===== src/rtl/agu_pkg.sv =====
package agu_pkg;

  localparam int NLANES = 4;
  localparam int LANE_IDX_W = $clog2(NLANES);

  typedef enum logic [1:0] {
    KIND_OFFSET = 2'd0,
    KIND_PRE    = 2'd1,
    KIND_POST   = 2'd2,
    KIND_RSVD   = 2'd3
  } agu_kind_e;

  typedef struct packed {
    logic [LANE_IDX_W-1:0] lane;
    logic [1:0]            shift;
    logic                  sext;
  } ld_desc_t;

  // log2 of the element size in bytes; code 3 is treated as a word
  function automatic logic [1:0] size_shift(input logic [1:0] sz);
    return (sz == 2'd3) ? 2'd2 : sz;
  endfunction

  // lowest data-bus lane touched by the access
  function automatic logic [LANE_IDX_W-1:0] first_lane(input logic [1:0] shift,
                                                       input logic [1:0] off,
                                                       input logic       be);
    logic [LANE_IDX_W-1:0] l;
    case (shift)
      2'd0:    l = be ? ~off : off;
      2'd1:    l = be ? {~off[1], 1'b0} : {off[1], 1'b0};
      default: l = '0;
    endcase
    return l;
  endfunction

  function automatic logic [NLANES-1:0] lane_mask(input logic [1:0] shift);
    case (shift)
      2'd0:    return 4'b0001;
      2'd1:    return 4'b0011;
      default: return 4'b1111;
    endcase
  endfunction

  // select lanes from a bus word and extend them
  function automatic logic [31:0] extract(input logic [31:0] word,
                                          input ld_desc_t d);
    logic [31:0] s;
    s = word >> {d.lane, 3'b000};
    case (d.shift)
      2'd0:    return d.sext ? {{24{s[7]}}, s[7:0]} : {24'd0, s[7:0]};
      2'd1:    return d.sext ? {{16{s[15]}}, s[15:0]} : {16'd0, s[15:0]};
      default: return word;
    endcase
  endfunction

endpackage


===== src/rtl/agu_addr_calc.sv =====
module agu_addr_calc
  import agu_pkg::*;
#(
  parameter int AW = 32
) (
  input  logic          clk,
  input  logic          rst_n,
  input  logic          valid,
  input  logic [1:0]    kind,
  input  logic          neg,
  input  logic          has_disp,
  input  logic          disp_reg,
  input  logic [4:0]    imm5,
  input  logic [AW-1:0] base,
  input  logic [AW-1:0] offreg,
  input  logic [1:0]    size,
  output logic [AW-1:0] addr,
  output logic          wb_en,
  output logic [AW-1:0] wb_val
);

  logic          is_pre, is_post, modifies;
  logic          step_is_default;
  logic [AW-1:0] step_elems;
  logic [AW-1:0] step_bytes;
  logic [AW-1:0] moved_ptr;

  assign is_pre          = (agu_kind_e'(kind) == KIND_PRE);
  assign is_post         = (agu_kind_e'(kind) == KIND_POST);
  assign modifies        = is_pre | is_post;
  assign step_is_default = ~has_disp;

  always_comb begin
    if (has_disp)
      step_elems = disp_reg ? offreg : {{(AW-5){1'b0}}, imm5};
    else
      step_elems = modifies ? {{(AW-1){1'b0}}, 1'b1} : '0;
  end

  assign step_bytes = step_elems << size_shift(size);
  assign moved_ptr  = neg ? (base - step_bytes) : (base + step_bytes);

  assign addr   = is_post ? base : moved_ptr;
  assign wb_en  = valid & modifies;
  assign wb_val = moved_ptr;

  AST_PRE_ACCESS_IS_WB: assert property (@(posedge clk) disable iff (!rst_n)
    (valid && is_pre) |-> (wb_en && addr == wb_val));
  AST_POST_ACCESS_IS_BASE: assert property (@(posedge clk) disable iff (!rst_n)
    (valid && is_post) |-> (wb_en && addr == base));
  AST_OFFSET_NO_WB: assert property (@(posedge clk) disable iff (!rst_n)
    (valid && !modifies) |-> !wb_en);
  AST_DEFAULT_ONE_ELEM: assert property (@(posedge clk) disable iff (!rst_n)
    (wb_en && step_is_default && !neg) |-> ((wb_val - base) == (AW'(1) << size_shift(size))));

endmodule


===== src/rtl/agu_lane_map.sv =====
module agu_lane_map
  import agu_pkg::*;
(
  input  logic                  clk,
  input  logic                  rst_n,
  input  logic                  en,
  input  logic [1:0]            size,
  input  logic [1:0]            addr_lo,
  input  logic                  big_endian,
  input  logic [31:0]           wdata_in,
  output logic [NLANES-1:0]     ben,
  output logic [LANE_IDX_W-1:0] lane,
  output logic [31:0]           wdata_out
);

  logic [1:0]  shift;
  logic [31:0] justified;
  logic [31:0] lane_bits;

  assign shift = size_shift(size);
  assign lane  = first_lane(shift, addr_lo, big_endian);
  assign ben   = lane_mask(shift) << lane;

  always_comb begin
    case (shift)
      2'd0:    justified = {24'd0, wdata_in[7:0]};
      2'd1:    justified = {16'd0, wdata_in[15:0]};
      default: justified = wdata_in;
    endcase
  end

  assign wdata_out = justified << {lane, 3'b000};

  for (genvar k = 0; k < NLANES; k++) begin : g_lane_bits
    assign lane_bits[8*k +: 8] = {8{ben[k]}};
  end

  AST_BEN_WIDTH: assert property (@(posedge clk) disable iff (!rst_n)
    en |-> ($countones(ben) == (32'(1) << shift)));
  AST_WDATA_IN_LANES: assert property (@(posedge clk) disable iff (!rst_n)
    en |-> ((wdata_out & ~lane_bits) == 32'd0));

endmodule


===== src/rtl/agu_load_align.sv =====
module agu_load_align
  import agu_pkg::*;
#(
  parameter int LOAD_LAT = 4
) (
  input  logic                  clk,
  input  logic                  rst_n,
  input  logic                  issue,
  input  logic [LANE_IDX_W-1:0] lane,
  input  logic [1:0]            shift,
  input  logic                  sext,
  input  logic [31:0]           rdata,
  output logic                  ld_valid,
  output logic [31:0]           ld_data
);

  ld_desc_t desc_chain [LOAD_LAT+1];
  logic     vld_chain  [LOAD_LAT+1];
  ld_desc_t head;

  assign desc_chain[0] = '{lane: lane, shift: shift, sext: sext};
  assign vld_chain[0]  = issue;

  for (genvar g = 0; g < LOAD_LAT; g++) begin : g_stage
    ld_desc_t desc_q;
    logic     vld_q;
    always_ff @(posedge clk) begin
      if (!rst_n) begin
        vld_q  <= 1'b0;
        desc_q <= '0;
      end else begin
        vld_q  <= vld_chain[g];
        desc_q <= desc_chain[g];
      end
    end
    assign vld_chain[g+1]  = vld_q;
    assign desc_chain[g+1] = desc_q;
  end

  assign head     = desc_chain[LOAD_LAT];
  assign ld_valid = vld_chain[LOAD_LAT];
  assign ld_data  = extract(rdata, head);

  AST_BYTE_ZEXT: assert property (@(posedge clk) disable iff (!rst_n)
    (ld_valid && head.shift == 2'd0 && !head.sext) |-> (ld_data[31:8] == 24'd0));
  AST_HALF_SEXT: assert property (@(posedge clk) disable iff (!rst_n)
    (ld_valid && head.shift == 2'd1 && head.sext) |-> (ld_data[31:16] == {16{ld_data[15]}}));
  AST_WORD_PASS: assert property (@(posedge clk) disable iff (!rst_n)
    (ld_valid && head.shift[1]) |-> (ld_data == rdata));

endmodule


===== src/rtl/mem_agu.sv =====
module mem_agu
  import agu_pkg::*;
#(
  parameter int AW       = 32,
  parameter int LOAD_LAT = 4
) (
  input  logic          clk,
  input  logic          rst_n,
  input  logic          req_valid,
  input  logic          req_load,
  input  logic [1:0]    req_kind,
  input  logic          req_neg,
  input  logic          req_has_disp,
  input  logic          req_disp_reg,
  input  logic [4:0]    req_imm5,
  input  logic [AW-1:0] req_base,
  input  logic [AW-1:0] req_offreg,
  input  logic [1:0]    req_size,
  input  logic          req_signed,
  input  logic [31:0]   req_wdata,
  input  logic          big_endian,
  output logic          mem_en,
  output logic          mem_we,
  output logic [AW-1:0] mem_addr,
  output logic [3:0]    mem_ben,
  output logic [31:0]   mem_wdata,
  input  logic [31:0]   mem_rdata,
  output logic          ptr_wb_en,
  output logic [AW-1:0] ptr_wb_val,
  output logic          ld_valid,
  output logic [31:0]   ld_data
);

  logic                  issue;
  logic                  load_issue;
  logic [LANE_IDX_W-1:0] lane_sel;

  assign issue      = req_valid & rst_n;
  assign load_issue = issue & req_load;

  agu_addr_calc #(.AW(AW)) u_addr (
    .clk      (clk),
    .rst_n    (rst_n),
    .valid    (issue),
    .kind     (req_kind),
    .neg      (req_neg),
    .has_disp (req_has_disp),
    .disp_reg (req_disp_reg),
    .imm5     (req_imm5),
    .base     (req_base),
    .offreg   (req_offreg),
    .size     (req_size),
    .addr     (mem_addr),
    .wb_en    (ptr_wb_en),
    .wb_val   (ptr_wb_val)
  );

  agu_lane_map u_lanes (
    .clk        (clk),
    .rst_n      (rst_n),
    .en         (issue),
    .size       (req_size),
    .addr_lo    (mem_addr[1:0]),
    .big_endian (big_endian),
    .wdata_in   (req_wdata),
    .ben        (mem_ben),
    .lane       (lane_sel),
    .wdata_out  (mem_wdata)
  );

  agu_load_align #(.LOAD_LAT(LOAD_LAT)) u_align (
    .clk      (clk),
    .rst_n    (rst_n),
    .issue    (load_issue),
    .lane     (lane_sel),
    .shift    (size_shift(req_size)),
    .sext     (req_signed),
    .rdata    (mem_rdata),
    .ld_valid (ld_valid),
    .ld_data  (ld_data)
  );

  assign mem_en = issue;
  assign mem_we = issue & ~req_load;

  AST_RESET_SILENT: assert property (@(posedge clk)
    !rst_n |-> (!mem_en && !ptr_wb_en));

endmodule


===== config.mk =====
export PLATFORM = sky130hd
export DESIGN_NAME = mem_agu
export DESIGN_NICKNAME = d
export VERILOG_FILES = /design/src/rtl/agu_pkg.sv /design/src/rtl/agu_addr_calc.sv /design/src/rtl/agu_lane_map.sv /design/src/rtl/agu_load_align.sv /design/src/rtl/mem_agu.sv
export SDC_FILE = /design/constraint.sdc
export NUM_CORES = 1
export LEC_CHECK = 0
export CAP_MARGIN = 20
export CORE_MARGIN = 1.5
export CORE_UTILIZATION = 47
export CTS_BUF_LIST = sky130_fd_sc_hd__clkbuf_4 sky130_fd_sc_hd__clkbuf_8
export DETAILED_ROUTE_END_ITERATION = 8
export PLACE_DENSITY = 0.9
export SLEW_MARGIN = 20
export SYNTH_ARGS = -nofsm -noshare
export SYNTH_HDL_FRONTEND = slang
export SYNTH_HIERARCHICAL = 1
export SYNTH_SLANG_ARGS = --single-unit

===== constraint.sdc =====
create_clock -name clk -period 17.7 [get_ports clk]
set_input_delay 2.655 -clock clk [delete_from_list [all_inputs] [get_ports clk]]
set_output_delay 2.655 -clock clk [all_outputs]
set_load 0.02 [all_outputs]

# Word-level counts from Yosys, hierarchy flattened
# Index checks and enable logic that the tools add are counted.
dict set report classes {
  bitwise_logic 8
  n_reduce_logical 2
  mux 14
  n_shift 4
  eq_ne 5
  n_addsub 2
}
# op count
set op_table {}
lappend op_table {{2-to-1 mux 32 bit} 6}
lappend op_table {{one-hot mux 32 bit (2 select lines)} 2}
lappend op_table {{adder 32 bit} 1}
lappend op_table {{<< shifter 32 x 2 -> 32 bit} 1}
lappend op_table {{<< shifter 32 x 5 -> 32 bit} 1}
lappend op_table {{>> shifter 32 x 5 -> 16 bit} 1}
lappend op_table {{subtractor 32 bit} 1}
lappend op_table {{one-hot mux 4 bit (2 select lines)} 1}
lappend op_table {{equality test 2 x 1 -> 1 bit (second input constant)} 3}
lappend op_table {{2-to-1 mux 2 bit} 3}
lappend op_table {{AND 1 bit} 4}
lappend op_table {{equality test 2 bit (second input constant)} 2}
lappend op_table {{logical NOT 2 bit} 2}
lappend op_table {{one-hot mux 2 bit (2 select lines)} 1}
lappend op_table {{<< shifter 4 x 2 -> 4 bit} 1}
lappend op_table {{inverter 1 bit} 2}
lappend op_table {{inverter 2 bit} 1}
lappend op_table {{2-to-1 mux 1 bit} 1}
lappend op_table {{OR 1 bit} 1}
dict set report word_totals {
  out_inout_bits 136
  word_cells 51
  in_bits 146
  ff_bits 24
}

# Logic depth before layout (Yosys ltp)
dict set report depth {
  word_depth 12
  ltp_mapped 22
}

# Hierarchy
# Netlist, hierarchy kept.
# mod cells_each n_inst seq_area_each_um2 area_each_um2
set modules_own_cells {}
lappend modules_own_cells {agu_addr_calc 559 1 0.0 4013.8}
lappend modules_own_cells {agu_load_align 162 1 480.5 1375.1}
lappend modules_own_cells {agu_lane_map 79 1 0.0 471.7}
lappend modules_own_cells {mem_agu 5 1 0.0 32.5}

# Worst setup path after synthesis
# Ideal clock, no wire load.
dict set report synth_timing {
  path_type {input-to-output}
  from {input req_size[1]}
  to {output mem_addr[29]}
  arrival_ps 7389
  path_slack_ps 7656
  cell_stages 21
  required_time_ps 15045
  cell_sequence {buf_2 > buf_2 > clkbuf_1 > clkbuf_1 > clkbuf_1 > or3_1 > ha_1 > a21boi_4 > nand4_4 > nor4_4 > a211oi_1 > a221o_1 > ha_1 > and4_1 > clkbuf_1 > a221oi_1 > o21ai_0 > o21ai_0 > a21boi_0 > o21a_1 > o31ai_1}
}
dict set report synth_between {
  elab_chain_cells 6
  elab_cells_between_ends 7
}
# element line_no
set synth_rtl {}
lappend synth_rtl {{start: declaration} mem_agu.sv:18} ;# input logic [1:0] req_size,
lappend synth_rtl {{equality test 2 bit} agu_pkg.sv:21} ;# return (sz == 2'd3) ? 2'd2 : sz;
lappend synth_rtl {{2-to-1 mux 2 bit (*)} agu_pkg.sv:21}
lappend synth_rtl {{<< shifter 32 x 2 -> 32 bit (*)} agu_addr_calc.sv:40} ;# assign step_bytes = step_elems << size_shift(size);
lappend synth_rtl {{adder 32 bit / subtractor 32 bit (equally long branches)} agu_addr_calc.sv:41} ;# assign moved_ptr = neg ? (base - step_bytes) : (base + step_bytes);
lappend synth_rtl {{2-to-1 mux 32 bit (*)} agu_addr_calc.sv:41}
lappend synth_rtl {{2-to-1 mux 32 bit (*)} agu_addr_calc.sv:43} ;# assign addr = is_post ? base : moved_ptr;
lappend synth_rtl {{end: declaration} mem_agu.sv:24} ;# output logic [AW-1:0] mem_addr,
# Mark *: on every way between the ends. The rest lies on a longest branch, timed or not.

# Worst setup path after layout
dict set report layout_timing {
  from {input req_disp_reg}
  to {output mem_addr[26]}
}
dict set report layout_between {
  elab_chain_cells 6
  elab_cells_between_ends 7
}
# element line_no
set layout_rtl {}
lappend layout_rtl {{start: declaration} mem_agu.sv:14} ;# input logic req_disp_reg,
lappend layout_rtl {{2-to-1 mux 32 bit (*)} agu_addr_calc.sv:35} ;# step_elems = disp_reg ? offreg : {{(AW-5){1'b0}}, imm5};
lappend layout_rtl {{2-to-1 mux 32 bit (*)} agu_addr_calc.sv:34} ;# if (has_disp)
lappend layout_rtl {{<< shifter 32 x 2 -> 32 bit (*)} agu_addr_calc.sv:40}
lappend layout_rtl {{adder 32 bit / subtractor 32 bit (equally long branches)} agu_addr_calc.sv:41}
lappend layout_rtl {{2-to-1 mux 32 bit (*)} agu_addr_calc.sv:41}
lappend layout_rtl {{2-to-1 mux 32 bit (*)} agu_addr_calc.sv:43}
# Marks and branches as above.

==> out/qor.yml <==
outcome:
  outcome: "finished clean"
cts:
  cts_made_buffers: 3
  clock_path_buffers: 2
  cts_resized: 0
  htree_levels: 1
  clk_pin_slew_ns: 0.08
  postCtsSetupBuffers: 0
  clk_latency_ns: 0.26
  cts_tree: "done"
  ctsHoldBuffers: 0
  root_buffer: "clkbuf_8"
  cts_sinks: 24
sta:
  setup_viol: 0
  finalHoldViolations: 0
  max-slew-margin-rel: 0.273
  period_minus_slack_ns: 11.19
  rsz0062_at_grt: "no"
  fmax_ghz: 0.0894
  final.setup.tns_ns: 0
  worst_pin_slew_ns: 1.09
  skew_ns: 0.00110
  fin_crit_sh: 0.632
  slew_viol_final: 0
floorplan:
  core_sq_um: 12100
  dieArea_sq_um: 13200
  io_pins: 282
  num_rows: 40
  dieWidth_microns: 115
  start_util: 0.487
  fp.dieH_microns: 115
route:
  routedWlPerCell_microns: 17.0
  route.vias.total: 7064
  drt-initial-drc-count: 508
  drc: 0
  drt_wl_total_microns: 20600
  postRouteAntennaNets: 0
  vias_per_cell: 5.83
  drtPass1Iterations: 7
power_and_ir_drop:
  p_per_area_nw_per_um2: 64.9
  peakVddDrop_mv: 0.0505
  pwr-share-comb: 0.817
  p_sw_frac: 0.453
  total_power_mw: 0.568
  power_frac_seq: 0.100
  p_int_mw: 0.311
  p_sw_mw: 0.257
  p_clk_frac: 0.083
  p_leak_nw: 3.43
logic_synthesis:
  yosysUniqueCellTypes: 87
  seq_area_frac_synth: 0.0815
  ys.flop_type: "dfxtp_1"
  syn-cell-area_sq_um: 5890
  ys_top_cells_by_area: "dfxtp_1 8.2%, ha_1 7.0%, mux2_2 6.3%"
  syn_nets: 985
  synth_area_leader_cell: "dfxtp_1"
  ys_ff_latch: 24
  synth_top_area_frac: 0.0815
  synthCells: 805
  syn_area_per_cell_sq_um: 7.32
  yosysWarnings: 6
  synth_edf_count: 0
  async_flop_share: 0
final_layout:
  drive_above_1_share: 0.0729
  diodes: 0
  areaGrowthSynthToFinish_pct: 48.6
  fill_cells: 980
  fin_nets: 1224
global_routing:
  track_usage: 0.297
  grt_pass1_vias: 6648
  grt_pass1_wl_microns: 32500
  grt_antenna_before_repair: 0
  grt_overflow_total: 0
  grt_start_max_net_pins: 66
critical_path:
  setup.worst_path.start_class: "primary input"
  regToRegStartpoint: "u_align/desc_chain[15]"
  worstPathMaxFanout: 21
  crit_required_ns: 15.05
  reg2reg_to: "u_align/desc_chain[10]"
  critPathKind: "primary input to primary output"
  reg2reg_depth: 1
  end_kind: "primary output"
  worstPathArrival_ns: 8.54
  reg2reg_slack_ns: 17.13
hold_path:
  min_path_type: "flip-flop to flip-flop"
  min_from: "u_align/desc_chain[12]"
  holdPathStages: 1
  whs_endpoint: "u_align/desc_chain[7]"
job:
  maxCapViolCount: 0
place:
  dp_hpwl_microns: 16200
  gp_congestion: 1.03
  port_buffers: 281
power by group through the flow:
stage / logic [mW] / clock network (mW) / registers [mW]
finish: 0.464 / 0.0472 / 0.0565
global route: 0.496 / 0.0499 / 0.0568
CTS: 0.462 / 0.0474 / 0.0565
detailed placement: 0.459 / 0 / 0.0578
global placement: 0.454 / 0 / 0.0577
floorplan: 0.268 / 0 / 0.0570
cell usage after synthesis (15+ instances only):
master and count:
nand2_1 86, a21oi_1 54, nor2_1 53, o21ai_0 46
and2_1 38, ha_1 33, mux2_2 33, xnor2_1 30
clkbuf_1 28, inv_1 26, dfxtp_1 24, mux2i_1 22
xor2_1 20, o21a_1 19, a21o_1 18, a31oi_1 17
a22o_1 15, nand2b_1 15
final cells by class:
type                       count  area (sq um)  share of cell area
clock buffer                   3          41.3             0.00472
inverter                      29           109              0.0124
timing repair buffer         284          2830               0.323
multi-input combinational    702          5060               0.578
clock inverter                 1          30.0             0.00343
sequential                    24           480              0.0549
tap                          168           210              0.0240
metal layers:
layer,GRT usage,vias to the layer above,part of all wire
met5,0,-,0
met4,0.0930,0,0.029
met3,0.0327,52,0.074
met2,0.536,327,0.48
met1,0.369,3221,0.42
li1,-,3464,-
worst max path at each step:
stage	end	cells past startpoint	slack, ns	start
final	mem_addr[26]	18	6.51	req_disp_reg
after global placement	ptr_wb_val[30]	19	6.81	req_disp_reg
after detailed placement	mem_addr[26]	18	6.61	req_disp_reg
after CTS	mem_addr[26]	18	6.59	req_disp_reg
after floorplan	mem_addr[29]	21	7.66	req_size[1]
after global routing	mem_addr[21]	18	5.94	req_disp_reg
registers in the layout, summed over array words and instances (netlist names):
signal	cells
u_align/desc_chain	20
u_align/g_stage.vld_q	3
u_align/ld_valid	1
kinds of logic (layout without fill, tap and decap cells):
| kind of cell | after synthesis | in the layout | share of synthesized area |
|---|---|---|---|
| buffers and inverters | 79 | 317 | 0.0609 |
| multiplexers | 68 | 68 | 0.132 |
| adder cells (fa/ha/maj) | 34 | 34 | 0.0735 |
| flip-flops | 24 | 24 | 0.0815 |
| AND/OR/NAND/NOR | 264 | 264 | 0.234 |
| XOR/XNOR | 50 | 50 | 0.0743 |
| AO/OA/AOI/OAI | 286 | 286 | 0.344 |
cells in the final DEF (no fill, tap or decap), types with 22 or more instances in the layout:
| cell | count |
|---|---|
| xnor2_1 | 30 |
| clkdlybuf4s50_1 | 279 |
| a21oi_1 | 54 |
| o21ai_0 | 46 |
| nand2_1 | 86 |
| nor2_1 | 53 |
| and2_1 | 38 |
| dfxtp_1 | 24 |
| inv_1 | 26 |
| mux2i_1 | 22 |
| ha_1 | 32 |
| mux2_2 | 33 |
critical path, cell delays in order:
cell,delay (ns)
clkdlybuf4s50_1,0.81
nand2_1,0.55
o32ai_1,0.53
nand2b_1,0.22
and2b_1,0.24
and3_1,0.22
nor2_1,0.12
xor2_1,0.08
ha_1,0.40
nand3_1,0.16
or2_2,0.33
o21a_1,0.18
o21ai_0,0.54
a31o_2,0.31
a41oi_1,0.16
xnor2_1,0.17
mux2_1,0.30
clkdlybuf4s50_1,0.56
per-stage QoR:
| stage | instances | area (sq um) | utilization | setup WS [ns] | hold WS [ns] |
|---|---|---|---|---|---|
| 4_1_cts | 1211 | 8750 | 0.723 | 6.59 | 0.440 |
| 5_1_grt | 1211 | 8750 | 0.723 | 5.94 | 0.448 |
| 6_report | 1211 | 8750 | 0.723 | 6.51 | 0.437 |
| 3_3_place_gp | 1207 | 8680 | 0.717 | 6.81 | 0.408 |
| 3_5_place_dp | 1207 | 8680 | 0.717 | 6.61 | 0.418 |
| 2_1_floorplan | 805 | 5890 | - | 7.66 | 0.406 |
Power figures use the tool's default switching activity.
